**config.mk**
```make
export PLATFORM = sky130hd
export DESIGN_NAME = iocfg_xlate
export DESIGN_NICKNAME = d
export VERILOG_FILES = /design/src/rtl/iocfg_pkg.sv /design/src/rtl/iocfg_cfgreg.sv /design/src/rtl/iocfg_decode.sv /design/src/rtl/iocfg_bdf.sv /design/src/rtl/iocfg_xlate.sv
export SDC_FILE = /design/constraint.sdc
export NUM_CORES = 1
export LEC_CHECK = 0
export ABC_AREA = 1
export BUFFER_PORTS_ARGS = -buffer_cell sky130_fd_sc_hd__buf_4
export CORE_MARGIN = 5
export CORE_UTILIZATION = 53
export CTS_BUF_LIST = sky130_fd_sc_hd__clkbuf_4 sky130_fd_sc_hd__clkbuf_8
export DETAILED_ROUTE_END_ITERATION = 10
export PLACE_DENSITY = 0.95
export SETUP_SLACK_MARGIN = 0.4
export SYNTH_ARGS = -nofsm -noshare
export SYNTH_HDL_FRONTEND = slang
export SYNTH_SLANG_ARGS = --single-unit
```
**constraint.sdc**
```tcl
create_clock -name clk -period 2.16 [get_ports clk]
set_input_delay 0 -clock clk [delete_from_list [all_inputs] [get_ports clk]]
set_output_delay 0 -clock clk [all_outputs]
set_load 0.01 [all_outputs]
```
**src/rtl/iocfg_pkg.sv**
```systemverilog
package iocfg_pkg;

  localparam logic [63:0] PFX_IO  = 64'h8000_0000_0000_0000;
  localparam logic [63:0] PFX_CFG = 64'hC000_0000_0000_0000;
  localparam logic [15:0] PORT_CADDR = 16'h0CF8;
  localparam logic [15:0] PORT_CDATA = 16'h0CFC;

  typedef enum logic [1:0] {
    K_IO    = 2'd0,
    K_CFG   = 2'd1,
    K_REG   = 2'd2,
    K_LOCAL = 2'd3
  } kind_t;

  function automatic logic [63:0] io_map(input logic [15:0] port);
    return PFX_IO | {48'd0, port};
  endfunction

  function automatic logic [63:0] cfg_map(input logic [30:0] low);
    return PFX_CFG | {33'd0, low};
  endfunction

  function automatic logic [63:0] bdf_map(input logic [4:0] dev, input logic [2:0] fn);
    return PFX_CFG | ({61'd0, fn} << 8) | ({59'd0, dev} << 11);
  endfunction

endpackage

```
**src/rtl/iocfg_cfgreg.sv**
```systemverilog
module iocfg_cfgreg #(
  parameter int DATA_W = 32
) (
  input  logic              clk,
  input  logic              rst_n,
  input  logic              wr_en,
  input  logic [DATA_W-1:0] wdata,
  output logic [DATA_W-1:0] q
);
  always_ff @(posedge clk or negedge rst_n) begin
    if (!rst_n)     q <= '0;
    else if (wr_en) q <= wdata;
  end

  p_keep_r3: assert property (@(posedge clk) disable iff (!rst_n)
    !wr_en |=> $stable(q));
endmodule

```
**src/rtl/iocfg_decode.sv**
```systemverilog
module iocfg_decode
  import iocfg_pkg::*;
#(
  parameter int PORT_IN_W = 32,
  parameter int DATA_W    = 32
) (
  input  logic [PORT_IN_W-1:0] port,
  input  logic [2:0]           size,
  input  logic                 write,
  input  logic [DATA_W-1:0]    cfg_q,
  output kind_t                kind,
  output logic [63:0]          addr,
  output logic                 err,
  output logic                 fwd,
  output logic [DATA_W-1:0]    rdata,
  output logic                 reg_wr
);
  logic        hi_bad, hit_reg, hit_dat, cfg_on;
  logic [15:0] p16;

  assign hi_bad  = |port[PORT_IN_W-1:16];
  assign p16     = port[15:0];
  assign hit_reg = !hi_bad && (p16 == PORT_CADDR) && (size == 3'd4);
  assign hit_dat = !hi_bad && (p16[15:2] == PORT_CDATA[15:2]);
  assign cfg_on  = cfg_q[31];

  always_comb begin
    kind   = K_IO;
    addr   = '0;
    err    = 1'b0;
    fwd    = 1'b0;
    rdata  = '0;
    reg_wr = 1'b0;
    if (hi_bad) begin
      kind  = K_LOCAL;
      err   = 1'b1;
      rdata = '1;
    end else if (hit_reg) begin
      kind   = K_REG;
      rdata  = cfg_q;
      reg_wr = write;
    end else if (hit_dat) begin
      if (cfg_on) begin
        kind = K_CFG;
        addr = cfg_map(cfg_q[30:0]);
        fwd  = 1'b1;
      end else begin
        kind  = K_LOCAL;
        rdata = '1;
      end
    end else begin
      kind = K_IO;
      addr = io_map(p16);
      fwd  = 1'b1;
    end
  end
endmodule

```
**src/rtl/iocfg_bdf.sv**
```systemverilog
module iocfg_bdf
  import iocfg_pkg::*;
#(
  parameter int BUS_W = 8,
  parameter int DEV_W = 8,
  parameter int FN_W  = 8
) (
  input  logic [BUS_W-1:0] bus,
  input  logic [DEV_W-1:0] dev,
  input  logic [FN_W-1:0]  fn,
  output logic [63:0]      addr,
  output logic             err
);
  localparam logic [DEV_W-1:0] DEV_LIM = DEV_W'(32);
  localparam logic [FN_W-1:0]  FN_LIM  = FN_W'(8);

  assign err  = (bus != '0) || (dev >= DEV_LIM) || (fn >= FN_LIM);
  assign addr = err ? 64'd0 : bdf_map(dev[4:0], fn[2:0]);
endmodule

```
**src/rtl/iocfg_xlate.sv**
```systemverilog
module iocfg_xlate
  import iocfg_pkg::*;
#(
  parameter int PORT_IN_W = 32,
  parameter int DATA_W    = 32,
  parameter int BUS_W     = 8,
  parameter int DEV_W     = 8,
  parameter int FN_W      = 8
) (
  input  logic                 clk,
  input  logic                 rst_n,
  input  logic                 req_valid,
  output logic                 req_ready,
  input  logic [PORT_IN_W-1:0] req_port,
  input  logic [2:0]           req_size,
  input  logic                 req_write,
  input  logic [DATA_W-1:0]    req_wdata,
  output logic                 rsp_valid,
  input  logic                 rsp_ready,
  output logic [63:0]          rsp_addr,
  output logic [1:0]           rsp_kind,
  output logic                 rsp_fwd,
  output logic                 rsp_err,
  output logic [2:0]           rsp_size,
  output logic                 rsp_write,
  output logic [DATA_W-1:0]    rsp_rdata,
  input  logic [BUS_W-1:0]     hb_bus,
  input  logic [DEV_W-1:0]     hb_dev,
  input  logic [FN_W-1:0]      hb_func,
  output logic [63:0]          hb_addr,
  output logic                 hb_err
);
  // named internal events
  logic              accept;
  logic              reg_wr;
  logic [DATA_W-1:0] cfg_q;
  kind_t             d_kind;
  logic [63:0]       d_addr;
  logic              d_err, d_fwd;
  logic [DATA_W-1:0] d_rdata;

  assign req_ready = !rsp_valid || rsp_ready;
  assign accept    = req_valid && req_ready;

  iocfg_decode #(.PORT_IN_W(PORT_IN_W), .DATA_W(DATA_W)) u_dec (
    .port(req_port), .size(req_size), .write(req_write), .cfg_q(cfg_q),
    .kind(d_kind), .addr(d_addr), .err(d_err), .fwd(d_fwd),
    .rdata(d_rdata), .reg_wr(reg_wr)
  );

  iocfg_cfgreg #(.DATA_W(DATA_W)) u_reg (
    .clk(clk), .rst_n(rst_n), .wr_en(accept && reg_wr),
    .wdata(req_wdata), .q(cfg_q)
  );

  iocfg_bdf #(.BUS_W(BUS_W), .DEV_W(DEV_W), .FN_W(FN_W)) u_bdf (
    .bus(hb_bus), .dev(hb_dev), .fn(hb_func), .addr(hb_addr), .err(hb_err)
  );

  always_ff @(posedge clk or negedge rst_n) begin
    if (!rst_n) begin
      rsp_valid <= 1'b0;
      rsp_addr  <= '0;
      rsp_kind  <= K_IO;
      rsp_fwd   <= 1'b0;
      rsp_err   <= 1'b0;
      rsp_size  <= '0;
      rsp_write <= 1'b0;
      rsp_rdata <= '0;
    end else if (accept) begin
      rsp_valid <= 1'b1;
      rsp_addr  <= d_addr;
      rsp_kind  <= d_kind;
      rsp_fwd   <= d_fwd;
      rsp_err   <= d_err;
      rsp_size  <= req_size;
      rsp_write <= req_write;
      rsp_rdata <= d_rdata;
    end else if (rsp_ready) begin
      rsp_valid <= 1'b0;
    end
  end

  p_lat_r8: assert property (@(posedge clk) disable iff (!rst_n)
    (req_valid && req_ready) |=> rsp_valid);
  p_hold_r8: assert property (@(posedge clk) disable iff (!rst_n)
    (rsp_valid && !rsp_ready) |=> (rsp_valid && $stable(rsp_addr) && $stable(rsp_kind)
                                   && $stable(rsp_rdata)));
  p_err_local_r2: assert property (@(posedge clk) disable iff (!rst_n)
    (rsp_valid && rsp_err) |-> (!rsp_fwd && rsp_kind == 2'd3));
  p_cfg_pfx_r5: assert property (@(posedge clk) disable iff (!rst_n)
    (rsp_valid && rsp_kind == 2'd1) |-> (rsp_addr[63:62] == 2'b11 && rsp_fwd));
  p_io_pfx_r7: assert property (@(posedge clk) disable iff (!rst_n)
    (rsp_valid && rsp_kind == 2'd0) |-> (rsp_addr[63:16] == 48'h8000_0000_0000));
  p_helper_r11: assert property (@(posedge clk) disable iff (!rst_n)
    hb_err |-> (hb_addr == 64'd0));
endmodule

```
==> impl_metrics.json, run 1 <==
{
  "status": "finished clean",
  "port_buffers": 181,
  "drive_gt1_share_pct": 28.0,
  "synth_area_per_cell_sq_um": 7.84,
  "grt_pass1_vias": 5310,
  "start_util_pct": 54.3,
  "htreeDepth": 3,
  "fin_skew_ns": 0.0176,
  "dieArea_sq_mm": 0.0134,
  "wl_per_cell_um": 15.4,
  "hold_path.class": "input pin to asynchronous set/reset pin",
  "cp_max_fo": 64,
  "die_y_um": 116,
  "post-route-drc-count": 0,
  "relSlewSlack_pct": 60.4,
  "seq_area_frac_synth_pct": 44.2,
  "placed_cells": 1056,
  "power_density_mw_per_mm2": 533,
  "drtAntennaViolNets": 0,
  "ios": 267,
  "hpwlAfterDp_um": 11900,
  "syn_area_sq_mm": 0.00594,
  "cts_sinks": 105,
  "layout_min_cycle_time_ns": 1.69,
  "startpoint": "req_port[0]",
  "netlist_instances": 758,
  "layout_commonest_cell": "nand2_1",
  "numCtsBuffers": 9,
  "hold_viol_final": 0,
  "synth_top_cell_by_area": "dfrtp_1",
  "mostFrequentLayoutCells": "210 x nand2_1, 194 x buf_4, 105 x dfrtp_1, 98 x inv_1, 96 x nand3_1",
  "cp-end-kind": "flop",
  "max-cap-violations": 0,
  "fin_tns_setup_ns": 0,
  "setup_viol": 0,
  "grt_max_degree": 65,
  "placementRows": 38,
  "crit_type": "input pin to flop",
  "rsz0062_at_grt": "false",
  "overflow": 0,
  "drt_iter0_drc": 401,
  "yosys_register_bits": 105,
  "synthTopCellsByArea": "dfrtp_1 44%, nand2_1 13%, buf_4 11%",
  "finalNonFillerCells": 1131,
  "insertion_delay_ns": 0.36,
  "cts_root_buf": "clkbuf_8",
  "place_congestion": 0.866,
  "grt_usage_pct": 25.4,
  "antenna_found_initial": 1,
  "via_per_inst": 4.84,
  "cts_buffer_depth": 2,
  "slew_viol_final": 0,
  "r2r_start": "rsp_valid$_DFFE_PN0P_",
  "yosysWarningCount": 0,
  "crit_arrival_ns": 1.92,
  "min_period_over_period_pct": 78.3,
  "grt_first_pass_wirelength_um": 26700,
  "drt_wl_total_um": 17500,
  "synth_cell_types": 25,
  "drt_first_pass_iters": 5,
  "cts_tree": "yes",
  "max_freq_mhz": 591,
  "p_leak_uw": 0.00424,
  "start_kind": "input pin",
  "cts.clk_slew.worst_paths_ns": 0.11,
  "tightest_slew_ns": 0.594,
  "nets": 1080,
  "syn_to_final_growth_pct": 31.6,
  "synth.top_cell.area_share_pct": 44.2,
  "ir_drop_mv": 0.464,
  "worst_ep_required_time_ns": 2.39,
  "core_sq_mm": 0.0109,
  "die_w_um": 116,
  "vias": 5471
}
-- kinds of logic (layout without fill, tap and decap cells) --
| kind of cell | Yosys count | after routing | synth area share (%) |
|---|---|---|---|
| buffers and inverters | 228 | 375 | 21.5 |
| flip-flops | 105 | 105 | 44.2 |
| other | 1 | 87 | 0.0631 |
| AO/OA/AOI/OAI | 53 | 53 | 7.05 |
| AND/OR/NAND/NOR | 371 | 371 | 27.2 |
-- path summary, 6_finish.rpt --
kind                                       endpoint  slack (ns)  cells after the start
min                         rsp_size[0]$_DFFE_PN0P_        0.15                      2
max reg2reg                 rsp_addr[0]$_DFFE_PN0P_        0.52                      7
max                         u_reg.q[12]$_DFFE_PN0P_        0.47                     11
min in group clk           rsp_addr[14]$_DFFE_PN0P_        0.16                      5
max in group asynchronous    u_reg.q[0]$_DFFE_PN0P_        1.29                      3
min reg2reg                rsp_addr[11]$_DFFE_PN0P_        0.49                      2
-- repair_timing --
action | 4_1_cts | 5_1_grt
gates resized for setup | 3 | 2
buffers inserted | 0 | 3
hold endpoints to repair | 92 | 0
hold buffers | 54 | 0
pin swaps | 0 | 1
endpoints found under the setup margin | 25 | 76
-- metal layers --
layer | GRT usage, % | wire, um | up-vias
li1 | - | - | 2593
met1 | 29.9 | 6230 | 2538
met2 | 45.1 | 9150 | 293
met3 | 4.33 | 1500 | 47
met4 | 11.9 | 575 | 0
met5 | 0 | 0 | -
-- sequential cells by signal (all words and copies together) (netlist names) --
register and cells:
rsp_addr 33, rsp_rdata 32, u_reg.q 32, rsp_size 3
rsp_kind 2, rsp_err 1, rsp_valid 1, rsp_write 1
-- worst max-delay path: stages --
cell and delay (ns):
dlygate4sd3_1 0.55, buf_4 0.14, inv_2 0.04, nand2_1 0.05, nor2_1 0.16, nand3_2 0.15, nor2_8 0.22, nand3_4 0.08
buf_6 0.27, nand2_1 0.16, o21ai_2 0.06
-- final cells by class --
cell class / instances / area, sq um
Antenna cell: 2 / 5.00
Clock buffer: 9 / 124
Clock inverter: 7 / 77.6
Fill cell: 822 / 3110
Inverter: 109 / 410
Multi-Input combinational cell: 509 / 2370
Sequential cell: 105 / 2630
Tap cell: 140 / 175
Timing Repair Buffer: 250 / 2030
-- stage by stage --
step | hold slack [ns] | utilization [%] | instance area [sq um] | total power (uW) | setup WS (ns)
6_report | 0.149 | 71.5 | 7820 | 4170 | 0.468
5_1_grt | 0.161 | 71.5 | 7820 | 4360 | 0.401
4_1_cts | 0.144 | 71.2 | 7780 | 4170 | 0.406
3_5_place_dp | 0.0203 | 64.3 | 7030 | 2850 | 0.241
3_3_place_gp | 0.0127 | 64.3 | 7030 | 2840 | 0.306
2_1_floorplan | -0.296 | - | 6260 | 2560 | 0.773
-- report_power, final --
group | internal, uW | switching (uW)
Combinational | 372 | 424
Sequential | 2060 | 62.3
Clock | 547 | 710
-- synth_stat cells --
cell type,count
conb_1,1
nor2_4,1
or2_1,2
buf_1,4
nand3_2,3
buf_6,11
buf_4,87
nor4_1,2
nand2_1,210
nand3_1,96
and2_1,2
dfrtp_1,105
inv_2,11
o21ai_1,7
nand3_4,1
nor2_2,2
buf_2,10
o21ai_0,4
nor2_8,2
nand2_2,4
nor2_1,46
inv_1,98
a21oi_1,1
clkbuf_1,7
o21ai_2,41
No activity file was read; power rests on OpenSTA's default activity.
==> run 2, diff against run 1 <==
Settings changed: CORE_UTILIZATION 53 to 49, PLACE_DENSITY 0.95 to 0.91.
Clock period 2.16 ns to 1.6 ns, I/O delays scaled along.
==> run 2 against run 1 <==
Power up 45%; routed wire length up 27%; core utilization up 4.5 points; final cell count up 3.7%; critical path type is now flop to flop.
==> impl_metrics.json, run 2 (synthesis results as in run 1) <==
{
  "syn_to_final_growth_pct": 53.0,
  "grt_util_met1_pct": 32.7,
  "wl_per_cell_um": 18.9,
  "status": "finished clean",
  "pre_cts_ws_ns": 0.191,
  "overflow": 0,
  "grt_first_pass_wirelength_um": 32500,
  "holdWs_ns": 0.0416,
  "cp_max_fo": 16,
  "setup_viol": 0,
  "core_sq_mm": 0.0120,
  "post-route-drc-count": 0,
  "use_met2_pct": 50.8,
  "dpl_cell_area_sq_mm": 0.00716,
  "nets": 1117,
  "die_y_um": 120,
  "use_met3_pct": 5.47,
  "fin_tns_setup_ns": 0,
  "port_buffers": 181,
  "place_congestion": 0.826,
  "grt_usage_pct": 29.1,
  "drtAntennaViolNets": 0,
  "fin_ws_ns": 0.180,
  "min_period_over_period_pct": 88.7,
  "cts_sinks": 105,
  "slowest_stage": "dfrtp_1",
  "rsz0062_at_grt": "true",
  "hold_path.class": "input pin to flop",
  "fillerInstances": 770,
  "crit_arrival_ns": 1.74,
  "hpwlAfterDp_um": 12300,
  "htreeDepth": 3,
  "fin_area_sq_mm": 0.00909,
  "cp-end-kind": "flop",
  "antenna_found_initial": 0,
  "ios": 267,
  "drt_iter0_drc": 378,
  "die_w_um": 120,
  "cts_root_buf": "clkbuf_8",
  "largestRegisters": "rsp_addr x33, rsp_rdata x32, u_reg.q x32",
  "crit_chain": "nand2_4, nand2_8, nor2_4, nand3_4, bufbuf_16, o21ai_2",
  "layout_commonest_cell": "buf_4",
  "drive_gt1_share_pct": 37.7,
  "insertion_delay_ns": 0.39,
  "vias": 6035,
  "reg2reg_depth": 6,
  "slew_viol_final": 0,
  "max-cap-violations": 0,
  "grt_busiest_layer": "met2",
  "top_register": "rsp_addr",
  "grt_pass1_vias": 6087,
  "cts.clk_slew.worst_paths_ns": 0.11,
  "max_freq_mhz": 704,
  "start_kind": "flop",
  "placementRows": 40,
  "layout_min_cycle_time_ns": 1.42,
  "cts_buffer_depth": 2,
  "power_density_mw_per_mm2": 664,
  "grt_max_degree": 39,
  "via_per_inst": 5.14,
  "start_util_pct": 49.7,
  "hold_viol_final": 0,
  "p_leak_uw": 0.00479,
  "drt_wl_total_um": 22200,
  "largest_reg_flops": 33,
  "hold_depth": 6,
  "antennaDiodeCount": 0,
  "numCtsBuffers": 9,
  "cts_tree": "yes",
  "crit_type": "flop to flop",
  "dieArea_sq_mm": 0.0144,
  "fin_skew_ns": 0.0186,
  "ir_drop_mv": 0.432,
  "drt_first_pass_iters": 6,
  "worst_ep_required_time_ns": 1.92,
  "mostFrequentLayoutCells": "190 x buf_4, 189 x nand2_1, 105 x dfrtp_1, 98 x inv_1, 85 x conb_1",
  "cpPeakStageDelay_ns": 0.42
}
-- run 2: cell count changes in the layout (fill, tap and decap cells not counted), sizes merged --
cell	delta
bufbuf	+2
nand2	+1
diode	-2
clkbuf	+2
buf	+32
clkinv	+1
nor2	+1
clkinvlp	-2
-- run 2: repair_timing --
item,in CTS,in global routing
pin swaps,50,47
hold buffers,54,0
endpoints found under the hold margin,157,0
cloned,15,3
buffers inserted,15,5
endpoints found under the setup margin,97,108
gates resized for setup,68,54
-- run 2: per-layer routing --
metal  wire [um]  part of all wire (%)
met1        7680                    35
met2       11400                    51
met3        1830                   8.2
met4        1310                   5.9
met5           0                     0
-- run 2: cell type report --
| class | instances | area (sq um) | area share [%] |
|---|---|---|---|
| Timing Repair Buffer | 285 | 2870 | 31.5 |
| Inverter | 109 | 417 | 4.58 |
| Clock buffer | 10 | 138 | 1.51 |
| Tap cell | 147 | 184 | 2.02 |
| Multi-Input combinational cell | 511 | 2800 | 30.8 |
| Sequential cell | 105 | 2630 | 28.9 |
| Clock inverter | 6 | 65.1 | 0.715 |
-- run 2: worst paths after layout --
check,from,to,slack [ns]
setup reg to reg,rsp_valid$_DFFE_PN0P_,u_reg.q[26]$_DFFE_PN0P_,0.18
hold / removal,rsp_ready,rsp_addr[12]$_DFFE_PN0P_,0.04
min in group asynchronous,rst_n,rsp_valid$_DFFE_PN0P_,0.12
max in group asynchronous,rst_n,rsp_rdata[6]$_DFFE_PN0P_,0.89
hold reg to reg,rsp_rdata[4]$_DFFE_PN0P_,rsp_rdata[4]$_DFFE_PN0P_,0.48
setup / recovery,rsp_valid$_DFFE_PN0P_,u_reg.q[26]$_DFFE_PN0P_,0.18
-- run 2: critical path: cells and delay by family, from the launching register on --
family,cells,cell delay (ns)
buf+inv,1,0.35
simple gates,4,0.42
flops,1,0.42
compound gates,1,0.15
-- run 2: power breakdown --
part | internal (uW) | switching (uW) | leakage, uW
Combinational | 723 | 712 | 0.00334
Clock | 770 | 971 | 0.000103
Sequential | 2780 | 87.7 | 0.00135
Total | 4270 | 1770 | 0.00479
-- run 2: stage by stage --
step	utilization, %	cells	total power (uW)
after CTS	73.3	1165	5910
final	76.0	1173	6040
after detailed placement	59.9	1065	3870
after floorplan	-	842	3470
after global routing	76.0	1173	6280
after global placement	59.9	1065	3850
==> run 3, diff against run 2 <==
Settings changed: CORE_UTILIZATION 49 to 52, GPL_TIMING_DRIVEN set to 0, SYNTH_HIERARCHICAL set to 1, TNS_END_PERCENT set to 50.
==> run 3 against run 2 <==
Register-to-register slack got worse by 0.06 ns; final area up 24%; global-route usage shrank 0.36 points; hold slack worse by 0.025 ns; sequential share of layout area up 1.4 points; power up 45%; combinational power grew 27%; clock skew shrank 0.0046 ns; critical path type is now input pin to flop; critical endpoint is now u_reg/q[5]$_DFFE_PN0P_; largest power group unchanged.
==> impl_metrics.json, run 3 <==
{
  "status": "finished clean",
  "dieArea_sq_mm": 0.0170,
  "cpPeakStageDelay_ns": 0.44,
  "p_leak_uw": 0.00653,
  "synth_area_per_cell_sq_um": 7.51,
  "path_delay_family": "simple AND/OR/NAND/NOR gates",
  "finalNonFillerCells": 1592,
  "nets": 1491,
  "slowest_stage": "nor2_1",
  "hp-start": "req_port[14]",
  "max-cap-violations": 0,
  "drt_first_pass_iters": 5,
  "yosysWarningCount": 6,
  "start_kind": "input pin",
  "netlist_instances": 1003,
  "syn_to_final_growth_pct": 50.2,
  "core_sq_mm": 0.0144,
  "overflow": 0,
  "antenna_found_initial": 0,
  "die_w_um": 130,
  "drive_gt1_share_pct": 35.9,
  "fin_area_sq_mm": 0.0113,
  "hpwlAfterDp_um": 16200,
  "antennaDiodeCount": 0,
  "ys.flop_type": "dfrtp_1",
  "cp-end-kind": "flop",
  "layout_min_cycle_time_ns": 1.58,
  "fillerInstances": 915,
  "syn_area_sq_mm": 0.00753,
  "crit_type": "input pin to flop",
  "relSlewSlack_pct": 65.4,
  "r2r_start": "rsp_valid$_DFFE_PN0P_",
  "synth.top_cell.area_share_pct": 45.5,
  "layout_commonest_cell": "nand2_1",
  "async_flop_share_pct": 100,
  "cts_root_buf": "clkbuf_8",
  "startpoint": "req_size[1]",
  "fin_skew_ns": 0.0140,
  "post-route-drc-count": 0,
  "grt_max_degree": 94,
  "wl_per_cell_um": 16.1,
  "crit_chain": "buf_4, nor2_1, nand2_1, nor2_1, and3_4, inv_2, nor2_4, buf_6, buf_12, buf_8, nand2_1, nand2_2",
  "dpl_cell_area_sq_mm": 0.00972,
  "min_period_over_period_pct": 99.0,
  "tightest_slew_ns": 0.517,
  "drt_iter0_drc": 798,
  "largestRegisters": "rsp_addr x64, rsp_rdata x32, u_reg/q x32",
  "drtAntennaViolNets": 0,
  "placementRows": 44,
  "drt_wl_total_um": 25700,
  "grt_usage_pct": 28.7,
  "yosys-top-cells-count": "387 x nand2_1, 137 x dfrtp_1, 127 x nand3_1, 100 x buf_4, 83 x inv_1",
  "power_density_mw_per_mm2": 773,
  "setup_viol": 0,
  "start_util_pct": 52.4,
  "grt_pass1_vias": 7550,
  "worst_ep_required_time_ns": 1.99,
  "hold_path.class": "input pin to flop",
  "grt_first_pass_wirelength_um": 38000,
  "cts_buffer_depth": 2,
  "synth_edf_count": 0,
  "htreeDepth": 4,
  "place_congestion": 0.915,
  "ios": 267,
  "top_register": "rsp_addr",
  "placed_cells": 1482,
  "via_per_inst": 4.96,
  "synthTopCellsByArea": "dfrtp_1 46%, nand2_1 19%, buf_4 10%",
  "mostFrequentLayoutCells": "345 x nand2_1, 327 x buf_4, 137 x dfrtp_1, 118 x nand3_1, 85 x conb_1",
  "ir_drop_mv": 0.437,
  "rsz0062_at_grt": "true",
  "cp_max_fo": 8,
  "synth.most_common_cell": "nand2_1",
  "cts_tree": "yes",
  "port_buffers": 211,
  "cts.clk_slew.worst_paths_ns": 0.08,
  "synth_top_cell_by_area": "dfrtp_1",
  "hold_viol_final": 0,
  "die_y_um": 130,
  "max_freq_mhz": 632,
  "slew_viol_final": 0,
  "cts_sinks": 137,
  "synth_cell_types": 23,
  "crit_arrival_ns": 1.97,
  "insertion_delay_ns": 0.46,
  "cp_num_buf_inv": 5,
  "yosys_register_bits": 137,
  "largest_reg_flops": 64,
  "seq_area_frac_synth_pct": 45.5,
  "fin_tns_setup_ns": 0,
  "numCtsBuffers": 17,
  "vias": 7894,
  "fin_util_pct": 78.7
}
## run 3: cell types whose count changed in the layout (fill, tap and decap cells not counted), sizes merged, moves of 22 or more
cell   delta
nand2   +188
buf     +146
o21ai    -52
nor2     +35
dfrtp    +32
nand3    +28
inv      -22
## run 3: cell type report
cell class | count | area, sq um | share of cell area (%)
Timing Repair Buffer | 289 | 2400 | 21.2
Buffer | 143 | 1200 | 10.6
Clock inverter | 14 | 173 | 1.53
Multi-Input combinational cell | 721 | 3290 | 29.1
Sequential cell | 137 | 3430 | 30.3
Inverter | 86 | 338 | 2.99
Tap cell | 184 | 230 | 2.04
Clock buffer | 18 | 248 | 2.19
## run 3: kinds of logic after synthesis
family	share of synthesized area [%]
and+or+nand+nor	35.6
DFF	45.5
AOI/OAI and AO/OA	0.216
buffers and inverters	18.6
other	0.0997
## run 3: worst paths after layout
check | end | slack (ns) | cells past startpoint
hold / removal | rsp_addr[14]$_DFFE_PN0P_ | 0.02 | 5
setup / recovery | u_reg/q[5]$_DFFE_PN0P_ | 0.02 | 12
min in group asynchronous | rsp_addr[8]$_DFFE_PN0P_ | 0.04 | 2
hold reg to reg | rsp_addr[61]$_DFFE_PN0P_ | 0.47 | 2
max in group asynchronous | u_reg/q[28]$_DFFE_PN0P_ | 0.75 | 3
setup reg to reg | u_reg/q[5]$_DFFE_PN0P_ | 0.12 | 9
## run 3: layer usage
layer	up-vias	track usage, %	wire (um)
li1	3656	-	-
met1	3667	36.5	9590
met2	476	48.2	12600
met3	95	5.36	2350
met4	0	12.3	1090
met5	-	0	0
## run 3: worst reg2reg max path, stage by stage (launching register included)
cell	delay, ns
dfrtp_1	0.41
nand2_4	0.14
nand2_8	0.08
buf_8	0.13
nor2_4	0.08
buf_6	0.13
buf_12	0.14
buf_8	0.13
nand2_1	0.08
nand2_2	0.10
## run 3: power breakdown
| group | leakage [uW] | switching [uW] | internal [uW] |
|---|---|---|---|
| sequential | 0.00175 | 146 | 3700 |
| clock | 0.000198 | 1490 | 1590 |
| combinational | 0.00458 | 905 | 915 |
| total | 0.00653 | 2540 | 6200 |
## run 3: what timing repair did
item / CTS / global route
setup endpoints to repair: 119 / 127
resized for setup: 70 / 51
hold buffers: 48 / 0
endpoints found under the hold margin: 184 / 0
gates cloned: 9 / 1
buffers inserted: 14 / 6
pin swaps: 27 / 9
## run 3: per-stage QoR
| stage | setup WS (ns) | power [uW] | hold WS, ns |
|---|---|---|---|
| final | 0.0165 | 8740 | 0.0171 |
| after global routing | -0.00571 | 9090 | 0.0528 |
| after CTS | 0.214 | 8630 | 0.00357 |
| after detailed placement | -0.311 | 5480 | -0.0470 |
| after global placement | -0.244 | 5440 | 0.198 |
| after floorplan | 0.0717 | 4660 | -0.296 |
